<file path="config.mk">
export PLATFORM = sky130hd
export DESIGN_NAME = spi_fifo_if
export DESIGN_NICKNAME = d
export VERILOG_FILES = /design/src/rtl/spi_fifo_pkg.sv /design/src/rtl/spi_fifo_buf.sv /design/src/rtl/spi_fifo_wm.sv /design/src/rtl/spi_fifo_regs.sv /design/src/rtl/spi_fifo_if.sv
export SDC_FILE = /design/constraint.sdc
export NUM_CORES = 1
export LEC_CHECK = 0
export ABC_AREA = 1
export BUFFER_PORTS_ARGS = -buffer_cell sky130_fd_sc_hd__buf_4
export CAP_MARGIN = 20
export CORE_MARGIN = 3
export CORE_UTILIZATION = 65
export CTS_BUF_LIST = sky130_fd_sc_hd__clkbuf_4 sky130_fd_sc_hd__clkbuf_8
export CTS_CLUSTER_SIZE = 20
export DETAILED_ROUTE_END_ITERATION = 10
export PLACE_DENSITY = 0.95
export RECOVER_POWER = 50
export SYNTH_ARGS = -nofsm -noshare
export SYNTH_HDL_FRONTEND = slang
export SYNTH_SLANG_ARGS = --single-unit
</file>
<file path="constraint.sdc">
create_clock -name clk -period 6.5 [get_ports clk]
set_input_delay 0.975 -clock clk [delete_from_list [all_inputs] [get_ports clk]]
set_output_delay 0.975 -clock clk [all_outputs]
set_load 0.05 [all_outputs]
</file>
<file path="src/rtl/spi_fifo_pkg.sv">
package spi_fifo_pkg;
    localparam logic [7:0] ADDR_TXQ     = 8'h48;
    localparam logic [7:0] ADDR_RXQ     = 8'h4C;
    localparam logic [7:0] ADDR_TXLVL   = 8'h50;
    localparam logic [7:0] ADDR_RXLVL   = 8'h54;
    localparam logic [7:0] ADDR_IRQEN   = 8'h70;
    localparam logic [7:0] ADDR_IRQPEND = 8'h74;
    localparam int FLAG_BIT = 31;
    localparam int PEND_TX  = 0;
    localparam int PEND_RX  = 1;
    localparam int NPEND    = 2;
    typedef enum logic {ACC_IDLE, ACC_REPLY} acc_state_e;
endpackage

</file>
<file path="src/rtl/spi_fifo_buf.sv">
module spi_fifo_buf #(
    parameter int DEPTH = 8,
    parameter int WIDTH = 8,
    localparam int AW = (DEPTH > 1) ? $clog2(DEPTH) : 1,
    localparam int CW = $clog2(DEPTH + 1)
) (
    input  logic             clk,
    input  logic             rst_n,
    input  logic             push_en,
    input  logic [WIDTH-1:0] push_data,
    input  logic             pop_en,
    output logic [WIDTH-1:0] head,
    output logic [CW-1:0]    count,
    output logic             full,
    output logic             empty
);
    logic [WIDTH-1:0] mem [DEPTH];
    logic [AW-1:0]    wr_ptr, rd_ptr;
    logic             do_push, do_pop;

    assign full    = (count == CW'(DEPTH));
    assign empty   = (count == '0);
    assign do_push = push_en && !full;
    assign do_pop  = pop_en && !empty;
    assign head    = mem[rd_ptr];

    function automatic logic [AW-1:0] bump(input logic [AW-1:0] p);
        return (p == AW'(DEPTH - 1)) ? '0 : p + 1'b1;
    endfunction

    always_ff @(posedge clk or negedge rst_n) begin
        if (!rst_n) begin
            wr_ptr <= '0;
            rd_ptr <= '0;
            count  <= '0;
        end else begin
            if (do_push) wr_ptr <= bump(wr_ptr);
            if (do_pop)  rd_ptr <= bump(rd_ptr);
            unique case ({do_push, do_pop})
                2'b10:   count <= count + 1'b1;
                2'b01:   count <= count - 1'b1;
                default: count <= count;
            endcase
        end
    end

    always_ff @(posedge clk) begin
        if (do_push) mem[wr_ptr] <= push_data;
    end
endmodule

</file>
<file path="src/rtl/spi_fifo_wm.sv">
module spi_fifo_wm
    import spi_fifo_pkg::*;
#(
    parameter int CW = 4
) (
    input  logic [CW-1:0]    tx_count,
    input  logic [CW-1:0]    rx_count,
    input  logic [CW-1:0]    tx_mark,
    input  logic [CW-1:0]    rx_mark,
    input  logic [NPEND-1:0] irq_en,
    output logic [NPEND-1:0] pend,
    output logic             irq
);
    always_comb begin
        pend          = '0;
        pend[PEND_TX] = (tx_count < tx_mark);
        pend[PEND_RX] = (rx_count > rx_mark);
        irq           = |(pend & irq_en);
    end
endmodule

</file>
<file path="src/rtl/spi_fifo_regs.sv">
module spi_fifo_regs
    import spi_fifo_pkg::*;
#(
    parameter int CW = 4,
    parameter int DW = 8
) (
    input  logic             clk,
    input  logic             rst_n,
    input  logic             bus_sel,
    input  logic             bus_we,
    input  logic [7:0]       bus_addr,
    input  logic [31:0]      bus_wdata,
    output logic [31:0]      bus_rdata,
    output logic             bus_rvalid,
    input  logic             tx_full,
    input  logic             rx_empty,
    input  logic [DW-1:0]    rx_head,
    input  logic [NPEND-1:0] pend,
    output logic             tx_push,
    output logic [DW-1:0]    tx_push_data,
    output logic             rx_pop,
    output logic [CW-1:0]    tx_mark,
    output logic [CW-1:0]    rx_mark,
    output logic [NPEND-1:0] irq_en
);
    acc_state_e  state_q, state_d;
    logic        wr_req, rd_req;
    logic [31:0] rdata_d, rdata_q;

    assign wr_req       = bus_sel && bus_we;
    assign rd_req       = bus_sel && !bus_we;
    assign tx_push      = wr_req && (bus_addr == ADDR_TXQ);
    assign tx_push_data = bus_wdata[DW-1:0];
    assign rx_pop       = rd_req && (bus_addr == ADDR_RXQ) && !rx_empty;

    // next-state logic
    always_comb begin
        unique case (state_q)
            ACC_IDLE:  state_d = rd_req ? ACC_REPLY : ACC_IDLE;
            ACC_REPLY: state_d = rd_req ? ACC_REPLY : ACC_IDLE;
            default:   state_d = ACC_IDLE;
        endcase
    end

    // state register
    always_ff @(posedge clk or negedge rst_n) begin
        if (!rst_n) state_q <= ACC_IDLE;
        else        state_q <= state_d;
    end

    // outputs
    always_comb begin
        bus_rvalid = (state_q == ACC_REPLY);
        bus_rdata  = rdata_q;
    end

    // read mux
    always_comb begin
        rdata_d = '0;
        case (bus_addr)
            ADDR_TXQ:     rdata_d[FLAG_BIT] = tx_full;
            ADDR_RXQ: begin
                rdata_d[FLAG_BIT] = rx_empty;
                if (!rx_empty) rdata_d[DW-1:0] = rx_head;
            end
            ADDR_TXLVL:   rdata_d[CW-1:0]    = tx_mark;
            ADDR_RXLVL:   rdata_d[CW-1:0]    = rx_mark;
            ADDR_IRQEN:   rdata_d[NPEND-1:0] = irq_en;
            ADDR_IRQPEND: rdata_d[NPEND-1:0] = pend;
            default:      rdata_d = '0;
        endcase
    end

    always_ff @(posedge clk or negedge rst_n) begin
        if (!rst_n) begin
            rdata_q <= '0;
            tx_mark <= '0;
            rx_mark <= '0;
            irq_en  <= '0;
        end else begin
            if (rd_req) rdata_q <= rdata_d;
            if (wr_req) begin
                case (bus_addr)
                    ADDR_TXLVL: tx_mark <= bus_wdata[CW-1:0];
                    ADDR_RXLVL: rx_mark <= bus_wdata[CW-1:0];
                    ADDR_IRQEN: irq_en  <= bus_wdata[NPEND-1:0];
                    default:    ;
                endcase
            end
        end
    end
endmodule

</file>
<file path="src/rtl/spi_fifo_if.sv">
module spi_fifo_if
    import spi_fifo_pkg::*;
#(
    parameter int DEPTH = 8,
    parameter int DW    = 8
) (
    input  logic          clk,
    input  logic          rst_n,
    input  logic          bus_sel,
    input  logic          bus_we,
    input  logic [7:0]    bus_addr,
    input  logic [31:0]   bus_wdata,
    output logic [31:0]   bus_rdata,
    output logic          bus_rvalid,
    output logic          tx_pop_valid,
    output logic [DW-1:0] tx_pop_data,
    input  logic          tx_pop_ready,
    input  logic          rx_push_valid,
    input  logic [DW-1:0] rx_push_data,
    output logic          rx_push_ready,
    output logic          irq
);
    localparam int CW = $clog2(DEPTH + 1);

    logic [CW-1:0]    tx_cnt, rx_cnt, tx_mark, rx_mark;
    logic             tx_full, tx_empty, rx_full, rx_empty;
    logic             tx_push, rx_pop;
    logic [DW-1:0]    tx_push_data, rx_head;
    logic [NPEND-1:0] pend, irq_en;

    assign tx_pop_valid  = !tx_empty;
    assign rx_push_ready = !rx_full;

    spi_fifo_buf #(.DEPTH(DEPTH), .WIDTH(DW)) u_txq (
        .clk(clk), .rst_n(rst_n),
        .push_en(tx_push), .push_data(tx_push_data),
        .pop_en(tx_pop_ready), .head(tx_pop_data),
        .count(tx_cnt), .full(tx_full), .empty(tx_empty)
    );

    spi_fifo_buf #(.DEPTH(DEPTH), .WIDTH(DW)) u_rxq (
        .clk(clk), .rst_n(rst_n),
        .push_en(rx_push_valid), .push_data(rx_push_data),
        .pop_en(rx_pop), .head(rx_head),
        .count(rx_cnt), .full(rx_full), .empty(rx_empty)
    );

    spi_fifo_regs #(.CW(CW), .DW(DW)) u_regs (
        .clk(clk), .rst_n(rst_n),
        .bus_sel(bus_sel), .bus_we(bus_we), .bus_addr(bus_addr),
        .bus_wdata(bus_wdata), .bus_rdata(bus_rdata), .bus_rvalid(bus_rvalid),
        .tx_full(tx_full), .rx_empty(rx_empty), .rx_head(rx_head), .pend(pend),
        .tx_push(tx_push), .tx_push_data(tx_push_data), .rx_pop(rx_pop),
        .tx_mark(tx_mark), .rx_mark(rx_mark), .irq_en(irq_en)
    );

    spi_fifo_wm #(.CW(CW)) u_wm (
        .tx_count(tx_cnt), .rx_count(rx_cnt),
        .tx_mark(tx_mark), .rx_mark(rx_mark),
        .irq_en(irq_en), .pend(pend), .irq(irq)
    );
endmodule

</file>
# Yosys cells after proc, flatten, opt, wreduce, memory -nomap -nowiden
# Memories as Yosys holds them, arrays and structs flattened.
# Index checks and enable logic that the tools add are counted.
# word_totals
word_cells	78
input_bits	54
ramBits	128
mem_count	2
regBits	40
out_inout_bits	44
# memory_table
name	depth	width	read_ports	rd_clocked_by_memory_dff	wr	line_no	rtl
u_rxq.mem	8	8	1	0	1	spi_fifo_buf.sv:17	logic [WIDTH-1:0] mem [DEPTH];
u_txq.mem	8	8	1	0	1	spi_fifo_buf.sv:17	
# op_classes
muxes	16
n_eq_ne	16
addsub	8
n_lt_le_gt_ge	2
n_reduce_logical	22
bitwise	1
# ops
operator	n
8-bit by 7-bit equality test with 1-bit output, second input constant	6
4-bit case mux with 2 select lines	2
3-bit by 1-bit adder with 3-bit output, second input constant	4
3-bit equality test, second input constant	4
3-bit 2-to-1 mux	4
2-bit case mux with 5 select lines	1
1-bit logical AND	9
4-bit by 1-bit adder with 4-bit output, second input constant	2
4-bit equality test, second input constant	2
4-bit logical NOT	2
8-bit 2-to-1 mux	1
4-bit by 1-bit subtractor with 4-bit output, second input constant	2
2-bit case mux with 3 select lines	1
2-bit AND reduction	3
1-bit logical NOT	5
1-bit 2-to-1 mux	5
2-bit by 1-bit equality test with 1-bit output, second input constant	2
2-bit equality test, second input constant	2
4-bit > comparator	1
4-bit < comparator	1
4-bit 2-to-1 mux	1
2-bit nonzero test	2
2-bit AND	1
1-bit case mux with 2 select lines	1
2-bit OR reduction	1

# Logic depth before layout (Yosys ltp)
# depth
ltp_word	7
mapped_depth	14

# Modules after synthesis
# From an unflattened synthesis, not the netlist that was laid out.
# hier_totals
hier_cells	941
hier_area_um2	8430.6
# by_module_without_submodules
module	cells_per_inst	instances	seq_area_each_um2	area_per_inst_um2
spi_fifo_buf at u_rxq	365	1	2172.1	3432.0
spi_fifo_buf at u_txq	364	1	2172.1	3427.0
spi_fifo_regs	172	1	500.5	1343.8
spi_fifo_wm	38	1	0.0	220.2
spi_fifo_if	2	1	0.0	7.5

# Worst setup path after synthesis
# Ideal clock, no wire load.
# synth_timing
kind	input to register
startpoint	input bus_addr[7]
endpoint	register u_txq.count[3]
required_time_ns	6.369
setup_ns	0.131
path_stages	13
setup_slack_ns	3.752
t_arrival_ns	2.617
cell_sequence	inv_1 > nand2_2 > nor2_4 > nand2_1 > nor3_2 > nand2_1 > ha_1 > ha_1 > a21oi_1 > nand2_1 > a21oi_1 > o21ai_0 > xor2_1
# synth_via
elab_chain_len	5
word_cells_on_any_way	7
cone_classes	eq/ne: 3; mux: 1; reduce/logical: 3
# synth_lines
element	line_no	rtl
start: declaration	spi_fifo_if.sv:11	input logic [7:0] bus_addr,
8-bit by 7-bit equality test with 1-bit output (*)	spi_fifo_regs.sv:32	assign tx_push = wr_req && (bus_addr == ADDR_TXQ);
1-bit logical AND (*)	spi_fifo_regs.sv:32	
1-bit logical AND (*)	spi_fifo_buf.sv:23	assign do_push = push_en && !full;
2-bit by 1-bit equality test with 1-bit output or 2-bit equality test (tied branches)	spi_fifo_buf.sv:39	unique case ({do_push, do_pop})
4-bit case mux with 2 select lines or 2-bit nonzero test (tied branches)	--	
end signal: assignment	spi_fifo_buf.sv:40	2'b10: count <= count + 1'b1;
end signal: assignment	spi_fifo_buf.sv:41	2'b01: count <= count - 1'b1;
end signal: assignment	spi_fifo_buf.sv:42	default: count <= count;
end: declaration	spi_fifo_buf.sv:13	output logic [CW-1:0] count,
# Every way passes the cells marked *; elsewhere a longest branch is shown, timed or not.
# A chain may end at the register's enable or synchronous reset.

# Final worst setup path
# layout_timing
startpoint	register u_txq.rd_ptr[1]
endpoint	output tx_pop_data[1]
# layout_via
elab_chain_len	1
# layout_lines
element	line_no	rtl
start: declaration	spi_fifo_buf.sv:18	logic [AW-1:0] wr_ptr, rd_ptr;
start signal: assignment	spi_fifo_buf.sv:38	if (do_pop) rd_ptr <= bump(rd_ptr);
memory read 8 x 8 bit	--	
end: declaration	spi_fifo_if.sv:16	output logic [DW-1:0] tx_pop_data,
# Every way passes these cells.

==> metrics.cfg <==
[die]
dieWidth_um=114
start_util_pct=68.5
dieArea_mm2=0.0131
rows=38
pin_count=98
fp.coreArea_mm2=0.0111
dieHeight_um=114

[finish]
fin_cells=917
seqCellArea_mm2=0.00484
fillers=735
fin_nets=840
antenna_cells=0
final_cell_area_mm2=0.00829
area_delta_synth_final_pct=8.80
drive_above_1_share_pct=10.3
multiInputGateArea_mm2=0.00232
fin_util_pct=74.5

[pwr]
p_int_uw=1940
vdd_drop_max_mv=0.375
clockPowerShare_pct=24.7
p_total_uw=3030
power_frac_comb_pct=29.8
power.density_mw_per_mm2=365
seqPwrFrac_pct=45.4
switching_share_pct=35.8
p_leak_uw=0.00342
switching_power_uw=1080

[detailed_routing]
first_pass_iters=8
dr_total_vias=5354
wl_mm=16.1
drc_errors=1
ant_nets=0
via_per_inst=5.84
drt_iter0_markers=542
wl_per_cell_um=17.5

[clock_tree]
clk_pin_slew_ps=80
cts-resized-gates=0
post_cts_buffers=0
postCtsHoldBufs=0
clock-sinks=168
clk_latency_ps=460
cts_buffers=17
cts_tree=done
ctsHtreeMaxLevel=4
cts_root_buffer=clkbuf_8
cts_buffer_depth=2

[global_route]
antenna_found_initial=0
grt_pass1_vias=5392
grt-ovfl-total=0
grtUsageTotal_pct=25.9
grt_max_degree=41
grt_pass1_wl_mm=25.9

[worst_setup_path]
critPathLaunchType=register
path_max_fanout=34
worstReg2RegStart=u_txq.count[1]$_DFFE_PN0P_
reg2reg_depth=12
crit_path_end_kind=output port
worstSetupPathType=reg -> out
crit_arrival_ps=2370
critical_path_required_ps=5520
regToRegSetupSlack_ps=3800
r2r-end=u_txq.count[3]$_DFFE_PN0P_

[timing]
rsz0062_at_grt=false
slew_headroom_pct=-46.8
final_hold_viol_count=0
finalCritPeriodShare_pct=51.4
report.final.slew_viol_count=41
period_needed_ps=3340
setup_viol=0
worst_pin_slew_ps=2200
fmax_mhz=299
finalSetupTns_ps=0
skew_ps=14.7

[synthesis]
ys_warn_count=0
async_reset_ff_share_pct=23.8
synth_cell_type_count=41
synth-seq-cells=168
synth_commonest_cells=nand2_1, edfxtp_1, nor2_1
yosys.area.top_type=edfxtp_1
synth.top_cell.area_share_pct=50.5
synth_area_mm2=0.00762
synth_edf_count=128
synth_most_common_cell=nand2_1
synthTopCellsByArea=edfxtp_1, dfrtp_1, nand2_1
ys.flop_type=edfxtp_1
syn_avg_cell_area_um2=10.6
ys_seq_area_share_pct=63.6
synth_cells=717

[hold_path]
hp-start=u_regs.bus_rdata[5]$_DFFE_PN0N_
hold_class=reg -> reg
hold_path_end=u_regs.bus_rdata[5]$_DFFE_PN0N_
whs_path_depth=2

[placed_design]
dp.cells=885
numPortBuffers=50
place_area_mm2=0.00796
dp_hpwl_mm=10.7
gp_congestion=0.917

[outcome]
violations=DRC, capacitance limit, slew limit
outcome=finished, violations left

[flow_run]
cap_viol_max_count=1

## through the flow
stage               setup WS [ps]  hold WS [ps]
floorplan                    3750           453
detailed placement           3190           470
finish                       3160           482
CTS                          3160           479
global placement             3310           471
global route                 3000           513
## worst max-delay path, stage by stage, from the launching register on
cell	delay [ps]
dfrtp_1	1040
o21ai_0	290
o32ai_1	190
nand2_1	80
nand2_1	100
buf_4	200
## power groups by stage
| stage | logic (uW) | registers, uW | clock network [uW] |
|---|---|---|---|
| after global placement | 837 | 1380 | 0 |
| after CTS | 907 | 1370 | 757 |
| after global routing | 990 | 1390 | 798 |
| final | 903 | 1380 | 749 |
| after floorplan | 691 | 1350 | 0 |
| after detailed placement | 898 | 1390 | 0 |
## cell families after synthesis
kind of cell	share of synthesized area (%)
AND/OR/NAND/NOR	16.7
flip-flops	63.6
AO/OA/AOI/OAI	8.34
buffers and inverters	6.93
adder cells (fa/ha/maj)	3.71
XOR/XNOR	0.690
other	0.0492
## area by class of cell
class / count / share of cell area, %
clock buffer: 28 / 4.05
clock inverter: 4 / 0.845
inverter: 60 / 2.73
multi-input combinational: 466 / 28.0
sequential: 168 / 58.4
tap: 140 / 2.11
timing repair buffer: 51 / 3.85
## registers in the layout, indices dropped and copies added (netlist names), 4 cells and up
signal	count
u_rxq.mem	64
u_regs.bus_rdata	9
u_rxq.count	4
u_txq.mem	64
u_regs.tx_mark	4
u_txq.count	4
u_regs.rx_mark	4
## how the worst max path moves through the flow
stage	from	endpoint	slack, ps	cells after the start
floorplan	bus_addr[7]	u_txq.count[3]$_DFFE_PN0P_	3750	13
global placement	bus_we	u_rxq.count[2]$_DFFE_PN0P_	3310	10
detailed placement	bus_we	u_rxq.count[2]$_DFFE_PN0P_	3190	10
CTS	u_txq.rd_ptr[1]$_DFFE_PN0P_	tx_pop_data[1]	3160	5
global route	u_txq.rd_ptr[1]$_DFFE_PN0P_	tx_pop_data[4]	3000	5
finish	u_txq.rd_ptr[1]$_DFFE_PN0P_	tx_pop_data[1]	3160	5
## per-layer routing
metal  vias up  share of wire (%)  wire length, um  track usage (%)
li1       2501                  -                -                -
met1      2522                 37             5900             29.5
met2       272                 53             8470             45.6
met3        59                6.9             1120             6.03
met4         0                3.7              601             13.5
met5         -                  0                0                0
## cell usage in the layout (no fill, tap or decap), drive strengths merged
| master | n |
|---|---|
| a31oi | 1 |
| o21bai | 1 |
| o21ai | 61 |
| nor2 | 123 |
| clkbuf | 47 |
| clkinv | 5 |
| dfrtp | 40 |
| a21boi | 1 |
| fa | 1 |
| nor3 | 2 |
| and2 | 1 |
| ha | 21 |
| edfxtp | 128 |
| nor4 | 1 |
| nand2 | 134 |
| or2 | 2 |
| nand4 | 3 |
| conb | 23 |
| nand3 | 40 |
| o22ai | 9 |
| buf | 32 |
| o32ai | 16 |
| bufinv | 2 |
| xnor2 | 2 |
| xor2 | 4 |
| o211ai | 4 |
| inv | 57 |
| a21oi | 15 |
| a22oi | 1 |
Note: power is estimated with default switching activity, not from simulation.
